**src/rtl/trig_nco.sv**
```systemverilog
module trig_nco #(
  parameter int ACC_W = 32,
  parameter int PH_W  = 16,
  parameter int AMP_W = 15
) (
  input  logic             clk,
  input  logic             rst,
  input  logic [ACC_W-1:0] freq_in,
  input  logic             freq_vld,
  input  logic [PH_W-1:0]  phase_in,
  input  logic [AMP_W-1:0] amp_in,
  input  logic             pa_vld,
  input  logic             trig_in,
  input  logic             auto_rst_en,
  input  logic [ACC_W-1:0] freq_shadow,
  input  logic [PH_W-1:0]  phase_shadow,
  input  logic [AMP_W-1:0] amp_shadow,
  input  logic             freq_streamed,
  input  logic             pa_streamed,
  output logic [PH_W-1:0]  phase_out,
  output logic [AMP_W-1:0] amp_out
);

  logic [ACC_W-1:0] acc_q, freq_q;
  logic [PH_W-1:0]  ph_q;
  logic [AMP_W-1:0] amp_q;
  logic             hold_q;
  logic             pa_take, strm_trig, trig_w, clr, run;

  assign pa_take   = pa_streamed & pa_vld;
  assign strm_trig = pa_take & (amp_in == '0) & phase_in[0];
  assign trig_w    = trig_in | strm_trig;
  assign clr       = trig_w & auto_rst_en;
  assign run       = !hold_q || (amp_q != '0);

  always_ff @(posedge clk) begin
    if (rst) begin
      freq_q <= '0;
    end else if (freq_streamed) begin
      if (freq_vld) freq_q <= freq_in;
    end else if (trig_w) begin
      freq_q <= freq_shadow;
    end
  end

  always_ff @(posedge clk) begin
    if (rst) begin
      ph_q  <= '0;
      amp_q <= '0;
    end else if (pa_streamed) begin
      if (pa_vld) begin
        ph_q  <= phase_in;
        amp_q <= amp_in;
      end
    end else if (trig_w) begin
      ph_q  <= phase_shadow;
      amp_q <= amp_shadow;
    end
  end

  always_ff @(posedge clk) begin
    if (rst) begin
      acc_q  <= '0;
      hold_q <= 1'b0;
    end else begin
      if (clr)      acc_q <= '0;
      else if (run) acc_q <= acc_q + freq_q;
      if (clr)                hold_q <= 1'b1;
      else if (amp_q != '0)   hold_q <= 1'b0;
    end
  end

  always_ff @(posedge clk) begin
    if (rst) begin
      phase_out <= '0;
      amp_out   <= '0;
    end else begin
      phase_out <= acc_q[ACC_W-1 -: PH_W] + ph_q;
      amp_out   <= amp_q;
    end
  end

  AST_CLR_ON_TRIG: assert property (@(posedge clk) disable iff (rst)
    (trig_in && auto_rst_en) |=> (acc_q == '0));
  AST_HOLD_ZERO: assert property (@(posedge clk) disable iff (rst)
    (hold_q && amp_q == '0) |=> (acc_q == '0));
  AST_NOTRIG_FREQ_KEEP: assert property (@(posedge clk) disable iff (rst)
    (!freq_streamed && !trig_in && !pa_vld) |=> $stable(freq_q));
  AST_SHADOW_AMP: assert property (@(posedge clk) disable iff (rst)
    (trig_in && !pa_streamed) |=> (amp_q == $past(amp_shadow)));
  AST_FREE_RUN: assert property (@(posedge clk) disable iff (rst)
    (!auto_rst_en && !hold_q) |=> (acc_q == $past(acc_q) + $past(freq_q)));

endmodule

```
**config.mk**
```make
export PLATFORM = sky130hd
export DESIGN_NAME = trig_nco
export DESIGN_NICKNAME = d
export VERILOG_FILES = /design/src/rtl/trig_nco.sv
export SDC_FILE = /design/constraint.sdc
export NUM_CORES = 1
export LEC_CHECK = 0
export BUFFER_PORTS_ARGS = -buffer_cell sky130_fd_sc_hd__buf_2
export CORE_MARGIN = 2
export CORE_UTILIZATION = 46
export CTS_BUF_LIST = sky130_fd_sc_hd__clkbuf_8
export DETAILED_ROUTE_END_ITERATION = 7
export GPL_TIMING_DRIVEN = 0
export HOLD_SLACK_MARGIN = 0.15
export PLACE_DENSITY = 0.76
export SYNTH_ARGS = -nofsm -noshare
export SYNTH_HDL_FRONTEND = slang
export SYNTH_SLANG_ARGS = --single-unit
```
**constraint.sdc**
```tcl
create_clock -name clk -period 3 [get_ports clk]
set_clock_uncertainty 0.15 [all_clocks]
set_input_delay 0.9 -clock clk [delete_from_list [all_inputs] [get_ports clk]]
set_output_delay 0.9 -clock clk [all_outputs]
set_load 0.005 [all_outputs]
```
==> qor.yml, run 1 <==
grt_max_degree: 17
dp_hpwl_um: 13700
critical_path_class: "reg -> reg"
cts_made_buffers: 17
crit_start: "acc_q[8]"
p_per_area_mw_per_mm2: 552
synth_top_area_frac: 0.369
grt_overflow: 0
ys_ff_latch: 127
synth_edf_count: 0
syn_area_sq_mm: 0.00689
ir_drop_uv: 370
synth_fp_nets: 958
dr.pass1.iters: 6
synth_top_cells_by_area: "dfxtp_1, mux2i_1, ha_1"
hold_viol_final: 0
dieHeight_um: 126
setup_violations: 0
grt_pass1_wl_um: 28600
drive_above_1_share: 0.232
cp.arrival_ns: 3.20
root_buffer: "clkbuf_8"
routedWlPerCell_um: 15.7
synthArstFlopShare: 0
status: "completed"
fin_crit_sh: 0.986
crit_fanout: 6
drv_slew: 0
place_congestion: 0.921
finalInstanceArea_sq_mm: 0.00845
ant_nets: 0
portBuffers: 161
clock_path_buffers: 2
max_cap_viol_count: 0
top_level_ports: 165
cts_tree: "built"
postSynthAreaPerCell_sq_um: 8.88
cp_slowest_cell: "ha_1"
min_from: "acc_q[12]"
cts_sinks: 127
antenna_cells: 0
num_rows: 44
postLayoutCoreUtil: 0.579
vias: 6368
htreeDepth: 4
place_area_sq_mm: 0.00793
power.total_mw: 4.66
yosys_warnings: 0
area_growth_pct: 22.6
grt_util_all_layers: 0.224
max_freq_mhz: 338
tightestPinTransition_ns: 0.824
synth_common_cells: "dfxtp_1, nor2_1, a211oi_1"
start_util: 0.472
die_area_sq_mm: 0.0160
coreArea_sq_mm: 0.0146
wirelength_um: 18100
synth_top_area_cell: "dfxtp_1"
remaining_drc_errors: 0
synth_cells: 776
worst_skew_pair.late_latency_ns: 0.45
cts_hold_buffers: 0
min_period_ns: 2.96
worstReg2RegStart: "acc_q[8]"
crit_chain: "ha_1 -> a21o_1 -> a222oi_1 -> o21ai_1 -> a21oi_4 -> o21bai_4 -> a311oi_2 -> xor2_1 -> or3_1 -> a21oi_1"
cp-start-kind: "register"
nFillCells: 1329
synth_seq_area_share: 0.369
cpPeakStageDelay_ns: 0.38
clkSlewWorstSetupHoldPaths_ns: 0.08
antenna_found_initial: 0
leakagePower_nw: 4.05
hold_path.class: "reg -> reg"
nets: 1139
die_x_um: 126
viasPerCell: 5.53
yosys.cell_types.count: 56
first_iter_violations: 490
synthFlopType: "dfxtp_1"
required_ns: 3.24
grt_pass1_vias: 5953
synth.most_common_cell: "dfxtp_1"
max-slew-margin-rel: 0.451
worstSetupEndpointType: "register"
-- path summary, 6_finish.rpt --
check / cells after the start / to / slack (ns)
worst min-delay path: 2 / acc_q[12] / 0.31
worst min register to register: 2 / acc_q[12] / 0.31
worst max-delay path: 10 / acc_q[31] / 0.04
worst max register to register: 10 / acc_q[31] / 0.04
-- cell families (layout without fill, tap and decap cells) --
logic type      count (synthesis)  in the layout  share of synthesized area
fa+ha+maj                      48             48                     0.0893
simple gates                  228            228                      0.153
flops                         127            127                      0.369
buf+inv                        54            246                     0.0296
compound gates                213            213                      0.211
mux                            68             68                     0.0991
xor+xnor                       38             38                     0.0483
-- flip-flops by register name, indices dropped and copies added (netlist names) --
register,flops
ph_q,16
hold_q,1
freq_q,32
amp_out,15
phase_out,16
amp_q,15
acc_q,32
-- layout by cell type (no fill, tap or decap), drive strengths merged, types with 9 or more instances in the layout --
cell type	count
o21ai	18
nor2	94
a21oi	64
nand2	63
nand3	10
buf	166
xor2	14
inv	9
mux2i	66
xnor2	24
nor2b	18
a211oi	69
ha	46
a21o	26
clkbuf	62
dfxtp	127
-- what timing repair did --
| item | in CTS | in global routing |
|---|---|---|
| setup buffers | 0 | 3 |
| pin swaps | 0 | 6 |
| gates resized for setup | 4 | 23 |
| setup endpoints to repair | 22 | 58 |
| cloned | 0 | 0 |
-- per-stage QoR --
stage,setup TNS (ns),hold slack [ns],instances,worst slack (ns)
after floorplan,0,0.286,776,0.290
after global placement,-22.95,0.293,1121,-0.531
after detailed placement,-22.94,0.302,1121,-0.559
after CTS,0,0.312,1151,0.000595
after global routing,-0.0619,0.335,1152,-0.0382
final,0,0.308,1152,0.0414
-- area by class of cell --
type | count | area (sq um) | share of cell area
Multi-Input combinational cell | 595 | 4220 | 0.499
Sequential cell | 127 | 2540 | 0.301
Timing Repair Buffer | 164 | 828 | 0.0980
Clock buffer | 19 | 262 | 0.0309
Tap cell | 184 | 230 | 0.0272
Buffer | 45 | 179 | 0.0212
Clock inverter | 11 | 165 | 0.0195
Inverter | 7 | 26.3 | 0.00311
-- critical path: cells and delay by family, from the launching register on --
kind	cells	cell delay [ns]
AO/OA/AOI/OAI	7	1.59
flip-flops	1	0.32
XOR/XNOR	1	0.12
adder cells (fa/ha/maj)	1	0.38
AND/OR/NAND/NOR	1	0.32
-- where the power goes --
part / total [mW] / internal (mW) / switching (mW) / leakage [nW]
sequential: 1.96 / 1.86 / 0.106 / 1.05
clock: 1.61 / 0.936 / 0.676 / 0.211
combinational: 1.09 / 0.492 / 0.596 / 2.78
total: 4.66 / 3.29 / 1.38 / 4.05
-- metal layers --
metal | up-vias | track usage | wire, um
li1 | 3203 | - | -
met2 | 187 | 0.373 | 8630
met3 | 32 | 0.0527 | 934
met4 | 0 | 0.0737 | 438
met5 | - | 0 | 0
met1 | 2946 | 0.286 | 8080
Power figures use the tool's default switching activity.
==> run 2, diff against run 1 <==
--- a/config.mk
+++ b/config.mk
@@ -6,13 +6,15 @@
 export NUM_CORES = 1
 export LEC_CHECK = 0
 export BUFFER_PORTS_ARGS = -buffer_cell sky130_fd_sc_hd__buf_2
+export CELL_PAD_IN_SITES_DETAIL_PLACEMENT = 0
+export CELL_PAD_IN_SITES_GLOBAL_PLACEMENT = 1
 export CORE_MARGIN = 2
-export CORE_UTILIZATION = 46
+export CORE_UTILIZATION = 42
 export CTS_BUF_LIST = sky130_fd_sc_hd__clkbuf_8
 export DETAILED_ROUTE_END_ITERATION = 7
 export GPL_TIMING_DRIVEN = 0
 export HOLD_SLACK_MARGIN = 0.15
-export PLACE_DENSITY = 0.76
+export PLACE_DENSITY = 0.89
 export SYNTH_ARGS = -nofsm -noshare
 export SYNTH_HDL_FRONTEND = slang
 export SYNTH_SLANG_ARGS = --single-unit
==> qor.yml, run 2 (synthesis gave the netlist of run 1 again) <==
grt_max_degree: 17
crit_buf_inv: 1
crit_path_end: "acc_q[31]"
ant_nets: 0
reg_top3: "acc_q: 32 flops, freq_q: 32 flops"
crit_start: "acc_q[24]"
hold_viol_final: 0
min_period_ns: 2.89
min_from: "acc_q[11]"
dp_slack_ns: -0.622
top_level_ports: 165
crit_fanout: 9
reg2regPathDepth: 11
coreArea_sq_mm: 0.0159
clkSlewWorstSetupHoldPaths_ns: 0.08
r2r_end: "acc_q[31]"
final_common_cell: "buf_2"
viasPerCell: 5.23
start_util: 0.432
grt_util_all_layers: 0.207
cts_tree: "built"
first_iter_violations: 406
crit_chain: "ha_1 -> buf_2 -> a21o_1 -> a21o_1 -> a21o_1 -> a2111oi_4 -> nor4b_2 -> a311oi_2 -> xor2_1 -> or3_1 -> a21oi_1"
leakagePower_nw: 4.04
dr.pass1.iters: 5
cp_common_cell: "a21o_1"
root_buffer: "clkbuf_8"
die_area_sq_mm: 0.0175
final_cells: 1186
antenna_found_initial: 0
clock_path_buffers: 2
max_freq_mhz: 346
grt_pass1_vias: 5736
portBuffers: 161
cpPeakStageDelay_ns: 0.36
htreeDepth: 4
critical_path_class: "reg -> reg"
routedWlPerCell_um: 15.3
worstSetupEndpointType: "register"
r2r_setup_slack_ns: 0.11
drive_above_1_share: 0.237
cts_made_buffers: 17
vias: 6197
hold-worst-slack_ns: 0.308
place_congestion: 0.870
drv_slew: 0
ir_drop_uv: 258
grt_pass1_wl_um: 29000
cp_top_family: "compound AO/OA/AOI/OAI gates"
cp_slowest_cell: "dfxtp_2"
area_growth_pct: 22.8
cts_sinks: 127
p_per_area_mw_per_mm2: 526
setup_violations: 0
num_rows: 46
dieHeight_um: 132
cp-start-kind: "register"
dp.cells: 1153
antenna_cells: 0
wirelength_um: 18100
tightestPinTransition_ns: 0.948
postLayoutCoreUtil: 0.531
max-slew-margin-rel: 0.368
layout_common_cells: "buf_2, dfxtp_1, nor2_1, a211oi_1, mux2i_1"
die_x_um: 132
worst_skew_pair.late_latency_ns: 0.45
hold_path.class: "reg -> reg"
max_cap_viol_count: 0
status: "completed"
grt_overflow: 0
cts_hold_buffers: 0
required_ns: 3.23
dp_hpwl_um: 13800
fin_crit_sh: 0.963
cp.arrival_ns: 3.12
nets: 1140
setup_ws_ns: 0.110
crit_cells: 11
worstReg2RegStart: "acc_q[24]"
tns_ns: 0
remaining_drc_errors: 0
==> run 2: worst min-delay path by stage <==
stage,endpoint,slack [ns],cells past startpoint
2_1_floorplan,acc_q[0],0.29,2
3_3_place_gp,acc_q[15],0.29,2
3_5_place_dp,acc_q[11],0.30,2
4_1_cts,acc_q[11],0.31,2
5_1_grt,acc_q[7],0.33,2
6_report,acc_q[11],0.31,2
==> run 2: worst min-delay path, cell delays in order, from the launching register on <==
cell and delay, ns:
dfxtp_1 0.31, nand2_1 0.05, a21oi_1 0.05
==> run 2: repair_timing <==
action | 4_1_cts | 5_1_grt
pin swaps | 0 | 9
gates resized for setup | 8 | 21
setup endpoints to repair | 42 | 48
setup buffers | 0 | 3
==> run 2: routing by layer <==
layer | vias to the layer above | GRT usage | part of all wire
met5 | - | 0 | 0
met4 | 0 | 0.0574 | 0.012
met3 | 17 | 0.0396 | 0.042
met2 | 150 | 0.343 | 0.47
met1 | 2831 | 0.276 | 0.48
li1 | 3199 | - | -
==> run 2: final cells by class <==
cell class              count  area (sq um)
inverters                   7          26.3
fillers                  1535          7480
well taps                 216           270
repair buffers            164           828
multi-input cells         595          4240
plain buffers              46           184
clock buffers              17           234
flip-flops and latches    127          2540
clock inverters            14           136
==> run 2: where the power goes <==
group	total, mW	leakage, nW	internal (mW)	switching (mW)
registers	1.96	1.05	1.86	0.104
logic	1.09	2.80	0.494	0.594
clock network	1.40	0.185	0.664	0.741
==> run 2: through the flow <==
step | cell area (sq um) | power (mW)
after floorplan | 6890 | 2.72
after global placement | 7970 | 3.04
after detailed placement | 7970 | 3.05
after CTS | 8360 | 4.46
after global routing | 8470 | 4.71
final | 8470 | 4.45
